[config.mk]
export PLATFORM = sky130hd
export DESIGN_NAME = dac_serial_regif
export DESIGN_NICKNAME = d
export VERILOG_FILES = /design/src/rtl/dsr_pkg.sv /design/src/rtl/dsr_sync.sv /design/src/rtl/dsr_frame.sv /design/src/rtl/dsr_regfile.sv /design/src/rtl/dac_serial_regif.sv
export SDC_FILE = /design/constraint.sdc
export NUM_CORES = 1
export LEC_CHECK = 0
export BUFFER_PORTS_ARGS = -buffer_cell sky130_fd_sc_hd__buf_2
export CAP_MARGIN = 20
export CORE_MARGIN = 3
export CORE_UTILIZATION = 50
export CTS_BUF_LIST = sky130_fd_sc_hd__clkbuf_2
export CTS_CLUSTER_SIZE = 24
export DETAILED_ROUTE_END_ITERATION = 8
export HOLD_SLACK_MARGIN = 0.1
export PLACE_DENSITY = 0.67
export RECOVER_POWER = 100
export SYNTH_ARGS = -nofsm -noshare
export SYNTH_HDL_FRONTEND = slang
export SYNTH_HIERARCHICAL = 1
export SYNTH_SLANG_ARGS = --single-unit
[constraint.sdc]
create_clock -name clk -period 1.79 [get_ports clk]
set_input_delay 0.0895 -clock clk [delete_from_list [all_inputs] [get_ports clk]]
set_output_delay 0.0895 -clock clk [all_outputs]
set_load 0.05 [all_outputs]
[src/rtl/dsr_pkg.sv]
package dsr_pkg;
  localparam int ADDR_W = 3;

  typedef enum logic [ADDR_W-1:0] {
    RA_NOP  = 3'd0,
    RA_CODE = 3'd1,
    RA_CTRL = 3'd2,
    RA_CLR  = 3'd3,
    RA_SOFT = 3'd4
  } reg_addr_e;

  localparam int SOFT_LOAD  = 0;
  localparam int SOFT_CLEAR = 1;
  localparam int SOFT_RESET = 2;
endpackage

[src/rtl/dsr_sync.sv]
module dsr_sync #(
  parameter int W = 3,
  parameter int STAGES = 2,
  parameter logic [W-1:0] INIT = '0
) (
  input  logic         clk,
  input  logic         rst,
  input  logic [W-1:0] d,
  output logic [W-1:0] q
);
  for (genvar b = 0; b < W; b++) begin : g_bit
    logic [STAGES-1:0] chain;
    always_ff @(posedge clk) begin
      if (rst) chain <= {STAGES{INIT[b]}};
      else     chain <= {chain[STAGES-2:0], d[b]};
    end
    assign q[b] = chain[STAGES-1];
  end
endmodule

[src/rtl/dsr_frame.sv]
module dsr_frame #(
  parameter int FRAME_W = 24
) (
  input  logic               clk,
  input  logic               rst,
  input  logic               fn_s,
  input  logic               sck_s,
  input  logic               sd_s,
  input  logic [FRAME_W-1:0] tx_image,
  output logic               frm_start,
  output logic               sck_rise,
  output logic               frm_vld,
  output logic [FRAME_W-1:0] frm_word,
  output logic               sdo
);
  localparam int CNT_W = $clog2(FRAME_W + 1);
  localparam logic [CNT_W-1:0] FULL = CNT_W'(FRAME_W);

  logic               fn_q, sck_q;
  logic               sck_fall, frm_end;
  logic [CNT_W-1:0]   cnt;
  logic               ovf;
  logic [FRAME_W-1:0] rx_sh, tx_sh;

  assign frm_start = fn_q & ~fn_s;
  assign frm_end   = ~fn_q & fn_s;
  assign sck_fall  = sck_q & ~sck_s & ~fn_s;
  assign sck_rise  = ~sck_q & sck_s & ~fn_s;
  assign sdo       = tx_sh[FRAME_W-1];

  always_ff @(posedge clk) begin
    if (rst) begin
      fn_q     <= 1'b1;
      sck_q    <= 1'b1;
      cnt      <= '0;
      ovf      <= 1'b0;
      rx_sh    <= '0;
      tx_sh    <= '0;
      frm_vld  <= 1'b0;
      frm_word <= '0;
    end else begin
      fn_q    <= fn_s;
      sck_q   <= sck_s;
      frm_vld <= 1'b0;
      if (frm_start) begin
        cnt   <= '0;
        ovf   <= 1'b0;
        tx_sh <= tx_image;
      end else begin
        if (sck_fall) begin
          rx_sh <= {rx_sh[FRAME_W-2:0], sd_s};
          if (cnt == FULL) ovf <= 1'b1;
          else             cnt <= cnt + 1'b1;
        end
        if (sck_rise) tx_sh <= {tx_sh[FRAME_W-2:0], 1'b0};
      end
      if (frm_end) begin
        frm_vld  <= (cnt == FULL) && !ovf;
        frm_word <= rx_sh;
      end
    end
  end
endmodule

[src/rtl/dsr_regfile.sv]
module dsr_regfile
  import dsr_pkg::*;
#(
  parameter int CODE_W = 18,
  parameter int DATA_W = 20,
  parameter logic [CODE_W-1:0] RESET_CODE = '0,
  parameter logic [DATA_W-1:0] CTRL_RESET = '0,
  localparam int FRAME_W = 1 + ADDR_W + DATA_W,
  localparam int PAD_W = DATA_W - CODE_W
) (
  input  logic               clk,
  input  logic               rst,
  input  logic               frm_start,
  input  logic               frm_vld,
  input  logic [FRAME_W-1:0] frm_word,
  output logic [FRAME_W-1:0] tx_image,
  output logic [CODE_W-1:0]  dac_code,
  output logic [DATA_W-1:0]  ctrl_bits
);
  logic               rd_flag;
  reg_addr_e          addr;
  logic [DATA_W-1:0]  payload;
  logic [CODE_W-1:0]  code_reg, clr_reg;
  logic [DATA_W-1:0]  ctrl_reg;
  logic               rd_pend;
  reg_addr_e          rd_addr;
  logic [DATA_W-1:0]  rd_data;
  logic               soft_rst;

  assign rd_flag  = frm_word[FRAME_W-1];
  assign addr     = reg_addr_e'(frm_word[DATA_W +: ADDR_W]);
  assign payload  = frm_word[DATA_W-1:0];
  assign soft_rst = frm_vld && !rd_flag && addr == RA_SOFT && payload[SOFT_RESET];

  always_ff @(posedge clk) begin
    if (rst || soft_rst) begin
      code_reg <= RESET_CODE;
      clr_reg  <= RESET_CODE;
      ctrl_reg <= CTRL_RESET;
      dac_code <= RESET_CODE;
      rd_pend  <= 1'b0;
      rd_addr  <= RA_NOP;
    end else begin
      if (frm_start) rd_pend <= 1'b0;
      if (frm_vld) begin
        if (rd_flag) begin
          rd_pend <= 1'b1;
          rd_addr <= addr;
        end else begin
          case (addr)
            RA_CODE: code_reg <= payload[DATA_W-1:PAD_W];
            RA_CTRL: ctrl_reg <= payload;
            RA_CLR:  clr_reg  <= payload[DATA_W-1:PAD_W];
            RA_SOFT: begin
              if (payload[SOFT_CLEAR]) code_reg <= clr_reg;
              if (payload[SOFT_LOAD])
                dac_code <= payload[SOFT_CLEAR] ? clr_reg : code_reg;
            end
            default: ;
          endcase
        end
      end
    end
  end

  always_comb begin
    case (rd_addr)
      RA_CODE: rd_data = {code_reg, {PAD_W{1'b0}}};
      RA_CTRL: rd_data = ctrl_reg;
      RA_CLR:  rd_data = {clr_reg, {PAD_W{1'b0}}};
      default: rd_data = '0;
    endcase
  end

  assign tx_image  = rd_pend ? {1'b1, rd_addr, rd_data} : '0;
  assign ctrl_bits = ctrl_reg;
endmodule

[src/rtl/dac_serial_regif.sv]
module dac_serial_regif
  import dsr_pkg::*;
#(
  parameter int CODE_W = 18,
  parameter int DATA_W = 20,
  parameter int SYNC_STAGES = 2,
  parameter logic [CODE_W-1:0] RESET_CODE = '0,
  parameter logic [DATA_W-1:0] CTRL_RESET = '0
) (
  input  logic              clk,
  input  logic              rst,
  input  logic              frame_n,
  input  logic              sclk,
  input  logic              sdi,
  output logic              sdo,
  output logic [CODE_W-1:0] dac_code,
  output logic [DATA_W-1:0] ctrl_bits
);
  localparam int FRAME_W = 1 + ADDR_W + DATA_W;

  logic [2:0]         pins_s;
  logic               frm_start, sck_rise, frm_vld;
  logic [FRAME_W-1:0] frm_word, tx_image;

  dsr_sync #(.W(3), .STAGES(SYNC_STAGES), .INIT(3'b110)) u_sync (
    .clk(clk), .rst(rst), .d({frame_n, sclk, sdi}), .q(pins_s)
  );

  dsr_frame #(.FRAME_W(FRAME_W)) u_frame (
    .clk(clk), .rst(rst),
    .fn_s(pins_s[2]), .sck_s(pins_s[1]), .sd_s(pins_s[0]),
    .tx_image(tx_image), .frm_start(frm_start), .sck_rise(sck_rise),
    .frm_vld(frm_vld), .frm_word(frm_word), .sdo(sdo)
  );

  dsr_regfile #(
    .CODE_W(CODE_W), .DATA_W(DATA_W),
    .RESET_CODE(RESET_CODE), .CTRL_RESET(CTRL_RESET)
  ) u_regs (
    .clk(clk), .rst(rst), .frm_start(frm_start), .frm_vld(frm_vld),
    .frm_word(frm_word), .tx_image(tx_image),
    .dac_code(dac_code), .ctrl_bits(ctrl_bits)
  );
endmodule

* After elaboration in Yosys (flattened, before gate mapping)
Index checks and enable logic that the tools add are counted.
Cells by class: bitwise operators 14, mux-type cells 9, add/sub/neg operators 1, reductions and logical operators 19, equality and inequality tests 8
Operators by type and width (count):
- $mux 24 | 3
- $pmux 20 s3 | 1
- $pmux 18 s2 | 1
- $mux 18 | 1
- $eq 3x2->1 const B | 4
- $reduce_and 3->1 | 3
- $not 1->1 | 8
- $reduce_and 2->1 | 4
- $and 1x1->1 | 6
- $eq 3x1->1 const B | 2
- $add 5x1->5 const B | 1
- $eq 5x5->1 const B | 1
- $logic_and 1x1->1 | 4
- $reduce_and 4->1 | 1
- $reduce_bool 2->1 | 2
- $reduce_or 2->1 | 2
- $eq 3x3->1 const B | 1
- $mux 1 | 3
- $logic_not 1->1 | 2
- $logic_or 1x1->1 | 1
Storage, ports and cells: output and inout bits 39, register bits after elaboration 165, logic and storage cells 68, input port bits 5

* Longest topological paths before layout
Gate-level depths: netlist (run 1).
word-level depth 5, depth in mapped cells 7

* By module
Netlist (run 1), hierarchy kept.
Modules (own cells, without submodules):
- dsr_regfile | area each 3847.4 um2, cells an instance 438, times used 1
- dsr_frame | area each 3464.6 um2, cells an instance 443, times used 1
- dsr_sync | area each 180.2 um2, cells an instance 15, times used 1

* Worst setup path after synthesis (run 1)
OpenSTA, ideal clock, no wires.
path kind register to register, start register u_regs.rd_addr[1], end register u_frame.tx_sh[2], clock period less this slack 1479 ps, arrival 1349 ps, path slack 311 ps, stages on the path, launching flop included 7, library setup time 130 ps, path buffers 1, cell sequence dfxtp_1 > buf_1 > mux2_2 > a22oi_1 > nor2_1 > nand2_1 > a31oi_1
Between the ends: word-level cells in the longest chain between the ends 4
Ends and longest elaborated chain:
- from (decl) | line dsr_regfile.sv:26 | reg_addr_e rd_addr;
- from (signal assigned) | line dsr_regfile.sv:48 | rd_addr <= addr;
- $eq 3x2->1 or $eq 3x1->1 (tied branches) | line dsr_regfile.sv:67 | case (rd_addr)
- $pmux 20 s3 (*) | line dsr_regfile.sv:67
- $mux 24 (*) | line dsr_regfile.sv:75 | assign tx_image = rd_pend ? {1'b1, rd_addr, rd_data} : '0;
- named net tx_image[2] | line dac_serial_regif.sv:23 | logic [FRAME_W-1:0] frm_word, tx_image;
- $mux 24 (*) | line dsr_frame.sv:45 | if (frm_start) begin
- to (signal assigned) | line dsr_frame.sv:48 | tx_sh <= tx_image;
- to (signal assigned) | line dsr_frame.sv:55 | if (sck_rise) tx_sh <= {tx_sh[FRAME_W-2:0], 1'b0};
- to (decl) | line dsr_frame.sv:23 | logic [FRAME_W-1:0] rx_sh, tx_sh;
The timed path passes the listed nets; every way through them passes the cells marked *. A chain may end at the register's enable or synchronous reset.

* Final worst setup path (run 1)
start register u_frame.frm_word[21], end register u_regs.code_reg[14]
Between the ends: word-level cells in the longest chain between the ends 4
Ends and longest elaborated chain:
- from (decl) | line dsr_frame.sv:13 | output logic [FRAME_W-1:0] frm_word,
- from (signal assigned) | line dsr_frame.sv:59 | frm_word <= rx_sh;
- parallel branches: the longest is 4 deep, another holds $eq 3x1->1
- to (signal assigned) | line dsr_regfile.sv:51 | RA_CODE: code_reg <= payload[DATA_W-1:PAD_W];
- to (signal assigned) | line dsr_regfile.sv:55 | if (payload[SOFT_CLEAR]) code_reg <= clr_reg;
- to (decl) | line dsr_regfile.sv:23 | logic [CODE_W-1:0] code_reg, clr_reg;
Parallel ways; which one is timed is not known.

==> results of run 1 <==
-- per-layer routing --
layer | wire length (um) | share of wire (%) | track usage (%) | vias to the layer above
met1 | 8980 | 45 | 33.4 | 3074
met3 | 1050 | 5.3 | 4.73 | 44
met2 | 8830 | 45 | 36.4 | 204
met5 | 0 | 0 | 0 | -
met4 | 913 | 4.6 | 13.4 | 0
li1 | - | - | - | 3224
-- how the worst max path moves through the flow --
stage	from	end	slack, ns	depth (start not counted)
6_report	u_frame/frm_word[21]	u_regs/code_reg[14]	0.11	4
5_1_grt	u_regs/ctrl_bits[10]	ctrl_bits[10]	0.05	1
4_1_cts	u_regs/rd_pend	u_frame/tx_sh[14]	0.06	6
3_5_place_dp	u_regs/rd_pend	u_frame/tx_sh[11]	0.11	6
3_3_place_gp	u_regs/rd_addr[0]	u_frame/tx_sh[8]	0.03	4
2_1_floorplan	u_regs/rd_addr[1]	u_frame/tx_sh[2]	0.31	6
-- stage by stage --
| stage | worst slack [ns] | hold slack [ns] |
|---|---|---|
| CTS | 0.0568 | 0.257 |
| floorplan | 0.311 | 0.161 |
| finish | 0.110 | 0.336 |
| global placement | 0.0275 | 0.268 |
| detailed placement | 0.111 | 0.268 |
| global route | 0.0496 | 0.309 |
-- cell type report --
class                      instances  area share [%]
timing repair buffer             102            8.31
tap                              184            2.84
multi-input combinational        592            43.0
sequential                       165            40.7
inverter                          48            2.22
antenna                            1          0.0308
clock inverter                    11            1.67
clock buffer                      20            1.23
-- placed cells by master, fill, tap and decap left out, types with 10 or more instances in the layout --
master / n
a31oi_1: 23
clkbuf_2: 65
nand2_1: 147
inv_1: 47
nand3_1: 46
dfxtp_1: 165
buf_4: 41
a211oi_1: 18
dlygate4sd3_1: 10
a221oi_1: 17
o32ai_1: 18
a21oi_1: 109
a221o_1: 23
nor2_1: 41
mux2i_1: 21
o21ai_0: 39
a22oi_1: 18
mux2_2: 18
-- critical path: cells and delay by family (launching register included) --
kind,cells,cell delay (ns)
AND/OR/NAND/NOR,1,0.37
buffers and inverters,1,0.21
flip-flops,1,0.42
AO/OA/AOI/OAI,2,0.61
-- power groups by stage --
stage / Clock (mW) / Combinational [mW] / Sequential, mW
floorplan: 0 / 0.175 / 3.81
global route: 2.22 / 0.256 / 3.75
CTS: 2.07 / 0.239 / 3.74
detailed placement: 0 / 0.222 / 3.81
global placement: 0 / 0.221 / 3.81
finish: 2.02 / 0.232 / 3.74
-- timing repair --
item,CTS,global route
hold buffers,10,0
hold endpoints to repair,142,0
endpoints found under the setup margin,0,8
gates resized for setup,0,1
==> results.md, run 1 <==
* Internal power at roughly 4.6 mW
* Period utilization at a little over nine tenths
* IO buf count at between 40 and 50
* Fin. Hold Viols at 0
* Root Buffer: clkbuf_2
* Fin Setup TNS at 0 ns
* CP max FO at 18
* Flop2flop setup slack at approximately 0.11 ns
* Cell depth of the worst hold path at 4
* Rel. slew slack at 35.6%
* First-pass GRT wire length at 31,900 um
* Crit-path slowest cell: dfxtp_1
* Initial antenna violation count at 1
* Crit path cell chain: nor3b_4, a21bo_1, buf_4, a221oi_1
* Clk pwr share at 33.8%
* Register-to-Register Path Depth at 4
* Synthesized Nets at between 900 and 1,000
* P&R area growth vs syn at 8.37%
* Initial Util at 51.3%
* Sw Share at between 20% and 30%
* Peak VDD IR at around 0.00035 V
* Clock skew at around 0.029 ns
* Hold Path Class: in2reg
* Worst-Margin Slew at just under 1 ns
* Die area at ~0.016 mm2
* CP Launch Type: register
* Number of vias per cell at 5.83
* Mapped Cells at about 900
* TritonRoute pass-1 iters at 5
* Vias in the first global route at 6,115
* Std-Cell Rows at 44
* Setup violators final at 0
* Worst-skew pair later-pin latency at ~0.76 ns
* Syn avg cell area at between 8 and 9 um2
* Worst Hold End: u_frame/frm_vld
* LEAKAGE at between 2 and 3 nW
* Comb pwr share at ~4%
* Clk buf depth at 2
* WP data arrival at 2.34 ns
* DRC viols at 0
* Layout Utilization at between 50% and 60%
* HPWL Detailed at ~13,000 um
* Worst reg2reg path endpoint: u_regs/code_reg[14]
* Non-Filler Instances at 1,123
* Die Height at between 100 and 150 um
* Share of layout cells above drive strength 1 at between 15 and 20%
* Wirelength per Cell at 17.6 um
* Post-layout min period at 1.68 ns
* Grt total ovfl at 0
* GRT Overall Usage at 24.4%
* Placed Cells at about 1,100
* DP Area at 0.00785 mm2
* Tot Pwr at 6.00 mW
* Finished Cell Area at about 0.0081 mm2
* Top Registers: u_frame/frm_word (24), u_frame/rx_sh (24), u_frame/tx_sh (24)
* Cell area after synthesis at between 0.007 and 0.008 mm2
* Routed via count at ~6,500
* Nets at 933
* Max incr delay on CP at between 0.4 and 0.5 ns
* Power Density at 739 mW/mm2
* Clock tree sinks at about 170
* Detailed Route WL at around 20,000 um
* Fillers at between 1,000 and 1,500
* Crit end category: register
* Fmax at about 0.60 GHz
* Part of the power in registers at between 60% and 70%
* Largest net degree at the start of global routing at between 50 and 60
* Worst setup path class: reg2reg
* Status: finished clean
* R2R Path Start: u_frame/frm_word[21]
* Core box area at 0.0146 mm2
* Clk slew on worst S/H paths at about 0.22 ns
* Worst path required time at between 2 and 2.5 ns
* Max-cap violations at 0
* Register Area at 0.00330 mm2
* RSZ-0062 raised after global routing: no
* Yosys Warn Count at 6
* Top Ports at 44
* Antenna-violating nets left at 0
* Die X at 128 um
* Psw at around 1.4 mW
* Min-Delay Startpoint: rst
* CTS tree: built
* H-tree Lvls at 4
* Area of the multi-input gates at about 0.0035 mm2
* DRT iter0 DRCs at between 600 and 700
* CTS Buf Count at 17
* RePlAce Congestion at approximately 0.86
* Post-CTS Setup Repair Bufs at 0
* Pins over their slew limit at 0
(Power assumes the default switching activity.)
==> run 2: changes to the inputs <==
--- a/config.mk
+++ b/config.mk
@@ -14,7 +14,6 @@
 export DETAILED_ROUTE_END_ITERATION = 8
 export HOLD_SLACK_MARGIN = 0.1
 export PLACE_DENSITY = 0.67
-export RECOVER_POWER = 100
 export SYNTH_ARGS = -nofsm -noshare
 export SYNTH_HDL_FRONTEND = slang
 export SYNTH_HIERARCHICAL = 1
==> run 2 against run 1 <==
- via count is the same
- critical path depth did not move
- combinational power grew 3%
- clock-buffer cell count is the same
- wire length fell by 0.42%
- largest cell class unchanged
- largest power group unchanged
==> results.md, run 2 (same netlist as run 1, synthesis figures left out) <==
* Comb pwr share at 4.0% (about the same)
* Initial Util at 51.3% (unchanged)
* Antenna-violating nets left at 0 (unchanged)
* Fmax at 0.603 GHz (+1.3%)
* Fin Setup TNS at 0 ns (unchanged)
* Top Ports at 44 (unchanged)
* Worst path required time at 2.45 ns (about the same)
* Internal power at 4.57 mW (+0.12%)
* Max incr delay on CP at 0.42 ns (about the same)
* Nets at 933 (unchanged)
* H-tree Lvls at 4 (unchanged)
* Power Density at 733 mW/mm2 (-0.82%)
* Die area at 0.0165 mm2 (unchanged)
* Post-layout min period at 1.66 ns (-0.0212 ns)
* Detailed Route WL at 19,700 um (-0.42%)
* Placed Cells at 1,081 (unchanged)
* Non-Filler Instances at 1,123 (unchanged)
* IO buf count at 43 (unchanged)
* TritonRoute pass-1 iters at 5 (unchanged)
* Max-cap violations at 0 (unchanged)
* Setup violators final at 0 (unchanged)
* Core box area at 0.0146 mm2 (unchanged)
* RePlAce Congestion at 0.862 (unchanged)
* Wirelength per Cell at 17.5 um (-0.42%)
* DRC viols at 0 (unchanged)
* Grt total ovfl at 0 (unchanged)
* Initial antenna violation count at 1 (unchanged)
* CP max FO at 18 (unchanged)
* Die Height at 128 um (unchanged)
* Hold Path Class: in2reg
* Std-Cell Rows at 44 (unchanged)
* Clock skew at 0.0296 ns (+0.00111 ns)
* Routed via count at 6,546 (unchanged)
* WP data arrival at 2.32 ns (-0.02 ns)
* Crit end category: register
* R2R Path Start: u_frame/frm_word[21]
* Vias in the first global route at 6,115 (unchanged)
* Part of the power in registers at 62.3% (about the same)
* Clk pwr share at 33.7% (about the same)
* DRT iter0 DRCs at 632 (-2.9%)
* LEAKAGE at 2.79 nW (+1.3%)
* First-pass GRT wire length at 31,900 um (unchanged)
* Crit-path slowest cell: dfxtp_1
* GRT Overall Usage at 24.4% (unchanged)
* Most frequent cells in the layout: dfxtp_1 (165), nand2_1 (147), a21oi_1 (109), buf_4 (48), inv_1 (47)
* RSZ-0062 raised after global routing: no
* P&R area growth vs syn at 9.41%
* Largest net degree at the start of global routing at 55 (unchanged)
* CTS Buf Count at 17 (unchanged)
* Root Buffer: clkbuf_2
* CTS tree: built
* Pins over their slew limit at 0 (unchanged)
* Number of vias per cell at 5.83 (unchanged)
* Die X at 128 um (unchanged)
* Setup crit start: u_frame/frm_word[21]
* Rel. slew slack at 64.5% (+29 points)
* Worst-skew pair later-pin latency at 0.75 ns (about the same)
* Fillers at 1,371 (-1.0%)
* Share of layout cells above drive strength 1 at 17.0% (+0.96 points)
* Crit path cell chain: nor3b_4, a21bo_1, buf_4, a221oi_1
* Sw Share at 23.8% (about the same)
* Clk slew on worst S/H paths at 0.22 ns (about the same)
* Min-Delay Startpoint: rst
* Clk buf depth at 2 (unchanged)
* Period utilization at 92.7% (-1.2 points)
* Status: finished clean
* Peak VDD IR at 0.000351 V (+1.4%)
* Worst-Margin Slew at 0.533 ns (-0.433 ns)
* Psw at 1.43 mW (+0.13%)
* Clock tree sinks at 165 (unchanged)
* Fin. Hold Viols at 0 (unchanged)
* HPWL Detailed at 13,200 um (unchanged)
* CP Launch Type: register
* Most common cell after layout, fill and taps aside: dfxtp_1
* Worst setup path class: reg2reg
* Top Registers: u_frame/frm_word (24), u_frame/rx_sh (24), u_frame/tx_sh (24)
==> run 2: cell types whose count changed in the layout (fill, tap and decap cells not counted) <==
cell      before  now
clkbuf_2      65   20
buf_12         0    1
a221oi_2       1   10
buf_4         41   48
a221oi_1      17    8
clkbuf_4       2    0
buf_6          1    0
buf_2          3   43
==> run 2: final cells by class <==
| class | count | area (um2) | area share (%) |
|---|---|---|---|
| diodes | 1 | 2.50 | 0.0305 |
| clock inverters | 11 | 135 | 1.65 |
| flip-flops and latches | 165 | 3300 | 40.3 |
| well taps | 184 | 230 | 2.81 |
| clock buffers | 20 | 100 | 1.22 |
| repair buffers | 102 | 696 | 8.49 |
| inverters | 48 | 180 | 2.20 |
| multi-input cells | 592 | 3550 | 43.3 |
==> run 2: power by group through the flow <==
stage / Clock [mW] / Combinational [mW] / Sequential [mW]
3_3_place_gp: 0 / 0.221 / 3.81
5_1_grt: 2.22 / 0.264 / 3.75
6_report: 2.02 / 0.240 / 3.74
4_1_cts: 2.07 / 0.239 / 3.74
3_5_place_dp: 0 / 0.222 / 3.81
2_1_floorplan: 0 / 0.175 / 3.81
==> run 2: stage by stage <==
stage / hold WS (ns) / power [mW] / setup slack (ns) / cell area [um2] / util [%]
finish: 0.334 / 6.00 / 0.131 / 8190 / 56.2
global route: 0.293 / 6.23 / 0.0576 / 8190 / 56.2
CTS: 0.257 / 6.05 / 0.0568 / 8190 / 56.1
detailed placement: 0.268 / 4.03 / 0.111 / 7850 / 53.8
global placement: 0.268 / 4.03 / 0.0275 / 7840 / 53.8
floorplan: 0.161 / 3.98 / 0.311 / 7490 / -
==> run 2: path summary, 6_finish.rpt <==
| check | end | slack, ns | cells past startpoint |
|---|---|---|---|
| worst max-delay path | u_regs/code_reg[12] | 0.13 | 4 |
| worst min-delay path | u_frame/frm_vld | 0.33 | 4 |
| worst max register to register | u_regs/code_reg[12] | 0.13 | 4 |
| worst min register to register | u_sync/g_bit[2].chain[1] | 0.43 | 1 |
==> run 2: layer usage <==
| layer | vias to the layer above | share of wire (%) | global-route usage [%] |
|---|---|---|---|
| met3 | 44 | 5.7 | 4.73 |
| met5 | - | 0 | 0 |
| met2 | 205 | 45 | 36.4 |
| li1 | 3221 | - | - |
| met1 | 3076 | 45 | 33.4 |
| met4 | 0 | 4.6 | 13.4 |
==> run 2: repair_timing <==
action / CTS / global route
hold buffers: 10 / 0
setup endpoints to repair: 0 / 8
buffers inserted: 0 / 0
endpoints found under the hold margin: 142 / 0
resized for setup: 0 / 1
==> run 2: worst max-delay path: cells and delay by family, from the launching register on <==
| family | cells | cell delay [ns] |
|---|---|---|
| AOI/OAI and AO/OA | 2 | 0.58 |
| buffers and inverters | 1 | 0.22 |
| DFF | 1 | 0.42 |
| and+or+nand+nor | 1 | 0.37 |
==> run 3: changes to the inputs <==
--- a/config.mk
+++ b/config.mk
@@ -12,6 +12,7 @@
 export CTS_BUF_LIST = sky130_fd_sc_hd__clkbuf_2
 export CTS_CLUSTER_SIZE = 24
 export DETAILED_ROUTE_END_ITERATION = 8
+export GPL_TIMING_DRIVEN = 0
 export HOLD_SLACK_MARGIN = 0.1
 export PLACE_DENSITY = 0.67
 export SYNTH_ARGS = -nofsm -noshare
==> run 3 against run 2 <==
- critical path depth is 2 higher
- largest cell class unchanged
- critical endpoint is now u_frame/tx_sh[14]
- largest power group unchanged
- clock skew decreased by 0.0053 ns
- sequential cell count unchanged
- register-to-register slack got worse by 0.11 ns
==> results.md, run 3 (same netlist as run 1, synthesis figures left out) <==
* WL met1 at 9010 um (+1.9%)
* Worst setup path class: reg2reg
* CTS Buf Count at 17 (unchanged)
* Hold Path Class: in2reg
* Fmax at 0.566 GHz (-6.0%)
* LEAKAGE at 2.87 nW (+2.8%)
* Share of layout cells above drive strength 1 at 18.2% (+1.2 points)
* # diodes at 0 (-1)
* CTS tree: built
* Most frequent cells in the layout: dfxtp_1 (161), nand2_1 (147), a21oi_1 (109), buf_2 (74), inv_1 (47)
* P&R area growth vs syn at 11.2%
* Wirelength per Cell at 16.9 um (-3.7%)
* Power Density at 727 mW/mm2 (-0.76%)
* Finished Cell Area at 0.00833 mm2 (+1.7%)
* Most common cell after layout, fill and taps aside: dfxtp_1
* Met2 wire len at 8920 um (+1.2%)
* IO buf count at 43 (unchanged)
* Comb pwr share at 4.3% (+0.3 points)
* Status: finished clean
* RePlAce Congestion at 0.847 (-1.7%)
* Non-Filler Instances at 1,164 (+3.7%)
* H-tree Lvls at 4 (unchanged)
* Grt total ovfl at 0 (unchanged)
* Routed via count at 6,643 (+1.5%)
* Initial Util at 51.3% (unchanged)
* Number of vias per cell at 5.71 (-2.1%)
* GRT Overall Usage at 24.0% (-0.43 points)
* Crit end category: register
* Die X at 128 um (unchanged)
* DRT iter0 DRCs at 609 (-3.6%)
* Period utilization at 98.6% (+5.9 points)
* Internal power at 4.59 mW (+0.40%)
* Top Ports at 44 (unchanged)
* Nets at 974 (+4.4%)
* Part of the power in registers at 61.7% (-0.6 points)
* Die Height at 128 um (unchanged)
* Detailed Route WL at 19,700 um (-0.15%)
* Clk slew on worst S/H paths at 0.22 ns (about the same)
* Highest routed metal layer: met4
* Std-Cell Rows at 44 (unchanged)
* CP max FO at 10 (-8)
* Max-cap violations at 0 (unchanged)
* Clk buf depth at 2 (unchanged)
* HPWL Detailed at 14,300 um (+8.1%)
* Setup WS pre-CTS at -0.0433 ns (-0.154 ns)
* Post-layout min period at 1.77 ns (+0.106 ns)
* WP data arrival at 2.39 ns (+0.07 ns)
* Sw Share at 24.2% (+0.37 points)
* First-pass GRT wire length at 31,300 um (-1.8%)
* Fin. Hold Viols at 0 (unchanged)
* TritonRoute pass-1 iters at 6 (+1)
* Clock skew at 0.0243 ns (-0.00532 ns)
* Layout Utilization at 57.1% (+0.93 points)
* Vias in the first global route at 5,974 (-2.3%)
* Setup violators final at 0 (unchanged)
* Root Buffer: clkbuf_2
* Met3 wire length at 1430 um (+27%)
* Post-CTS Setup Repair Bufs at 0 (unchanged)
* DRC viols at 0 (unchanged)
* Pins over their slew limit at 0 (unchanged)
* Clock tree sinks at 165 (unchanged)
* Psw at 1.46 mW (+2.5%)
* DP Area at 0.00793 mm2 (+1.1%)
* Placed Cells at 1,122 (+3.8%)
* Final Worst Setup Slack at 0.0244 ns (-0.106 ns)
* Worst-Margin Slew at 0.618 ns (+0.0856 ns)
* Core box area at 0.0146 mm2 (unchanged)
* Rel. slew slack at 58.8% (-5.7 points)
* Peak VDD IR at 0.000370 V (+5.4%)
* Worst-skew pair later-pin latency at 0.72 ns (-0.03 ns)
* Clk pwr share at 34.0% (+0.3 points)
* Antenna-violating nets left at 0 (unchanged)
* Fillers at 1,399 (+2.0%)
* Fin Setup TNS at 0 ns (unchanged)
* Worst path required time at 2.41 ns (-0.04 ns)
* Top Registers: u_frame/frm_word (24), u_frame/rx_sh (24), u_frame/tx_sh (24)
* Largest net degree at the start of global routing at 17 (-69%)
* CP Launch Type: register
* Initial antenna violation count at 0 (-1)
* Die area at 0.0165 mm2 (unchanged)
==> run 3: cell types whose count changed in the layout (fill, tap and decap cells not counted), moves of 2 or more <==
cell,change
buf_4,-38
dfxtp_1,-4
clkinvlp_4,+2
clkbuf_4,+5
clkbuf_2,+9
dfxtp_2,+4
buf_2,+31
clkbuf_1,+28
buf_6,+7
==> run 3: stage by stage <==
stage	power [mW]	hold slack (ns)
after floorplan	3.98	0.161
after global placement	4.04	0.266
after detailed placement	4.05	0.270
after CTS	6.11	0.144
after global routing	6.31	0.122
final	6.06	0.230
==> run 3: layout make-up <==
type,count,area [um2],area share [%]
buffer,89,492,5.90
clock buffer,21,105,1.26
clock inverter,11,134,1.61
inverter,48,184,2.21
multi-input combinational,592,3550,42.6
sequential,165,3310,39.7
tap,184,230,2.76
timing repair buffer,54,325,3.91
==> run 3: layer usage <==
layer | vias to the layer above | track usage [%]
met5 | - | 0
met4 | 0 | 7.68
met3 | 22 | 5.48
met2 | 200 | 36.2
met1 | 3115 | 34.1
li1 | 3306 | -
==> run 3: path summary, 6_finish.rpt <==
| kind | start | slack (ns) | to | cells after the start |
|---|---|---|---|---|
| max reg2reg | u_regs/rd_addr[1] | 0.02 | u_frame/tx_sh[14] | 6 |
| min reg2reg | u_frame/ovf | 0.43 | u_frame/frm_vld | 1 |
| max | u_regs/rd_addr[1] | 0.02 | u_frame/tx_sh[14] | 6 |
| min | rst | 0.23 | u_sync/g_bit[2].chain[1] | 3 |
==> run 3: critical path: stages, from the launching register on <==
cell and delay [ns]:
dfxtp_1 0.43, buf_2 0.31, mux2_2 0.37, a22oi_1 0.33, nor2_1 0.08, nand2_1 0.08, a31oi_1 0.08
==> run 3: power groups by stage <==
| stage | Sequential, mW | Combinational [mW] | Clock (mW) |
|---|---|---|---|
| floorplan | 3.81 | 0.175 | 0 |
| global placement | 3.81 | 0.238 | 0 |
| detailed placement | 3.81 | 0.239 | 0 |
| CTS | 3.74 | 0.258 | 2.12 |
| global route | 3.74 | 0.287 | 2.28 |
| finish | 3.74 | 0.261 | 2.06 |
==> run 3: what timing repair did <==
action	CTS	global route
endpoints found under the setup margin	34	65
resized for setup	3	29
gates cloned	0	0
hold buffers	11	0
hold endpoints to repair	10	0
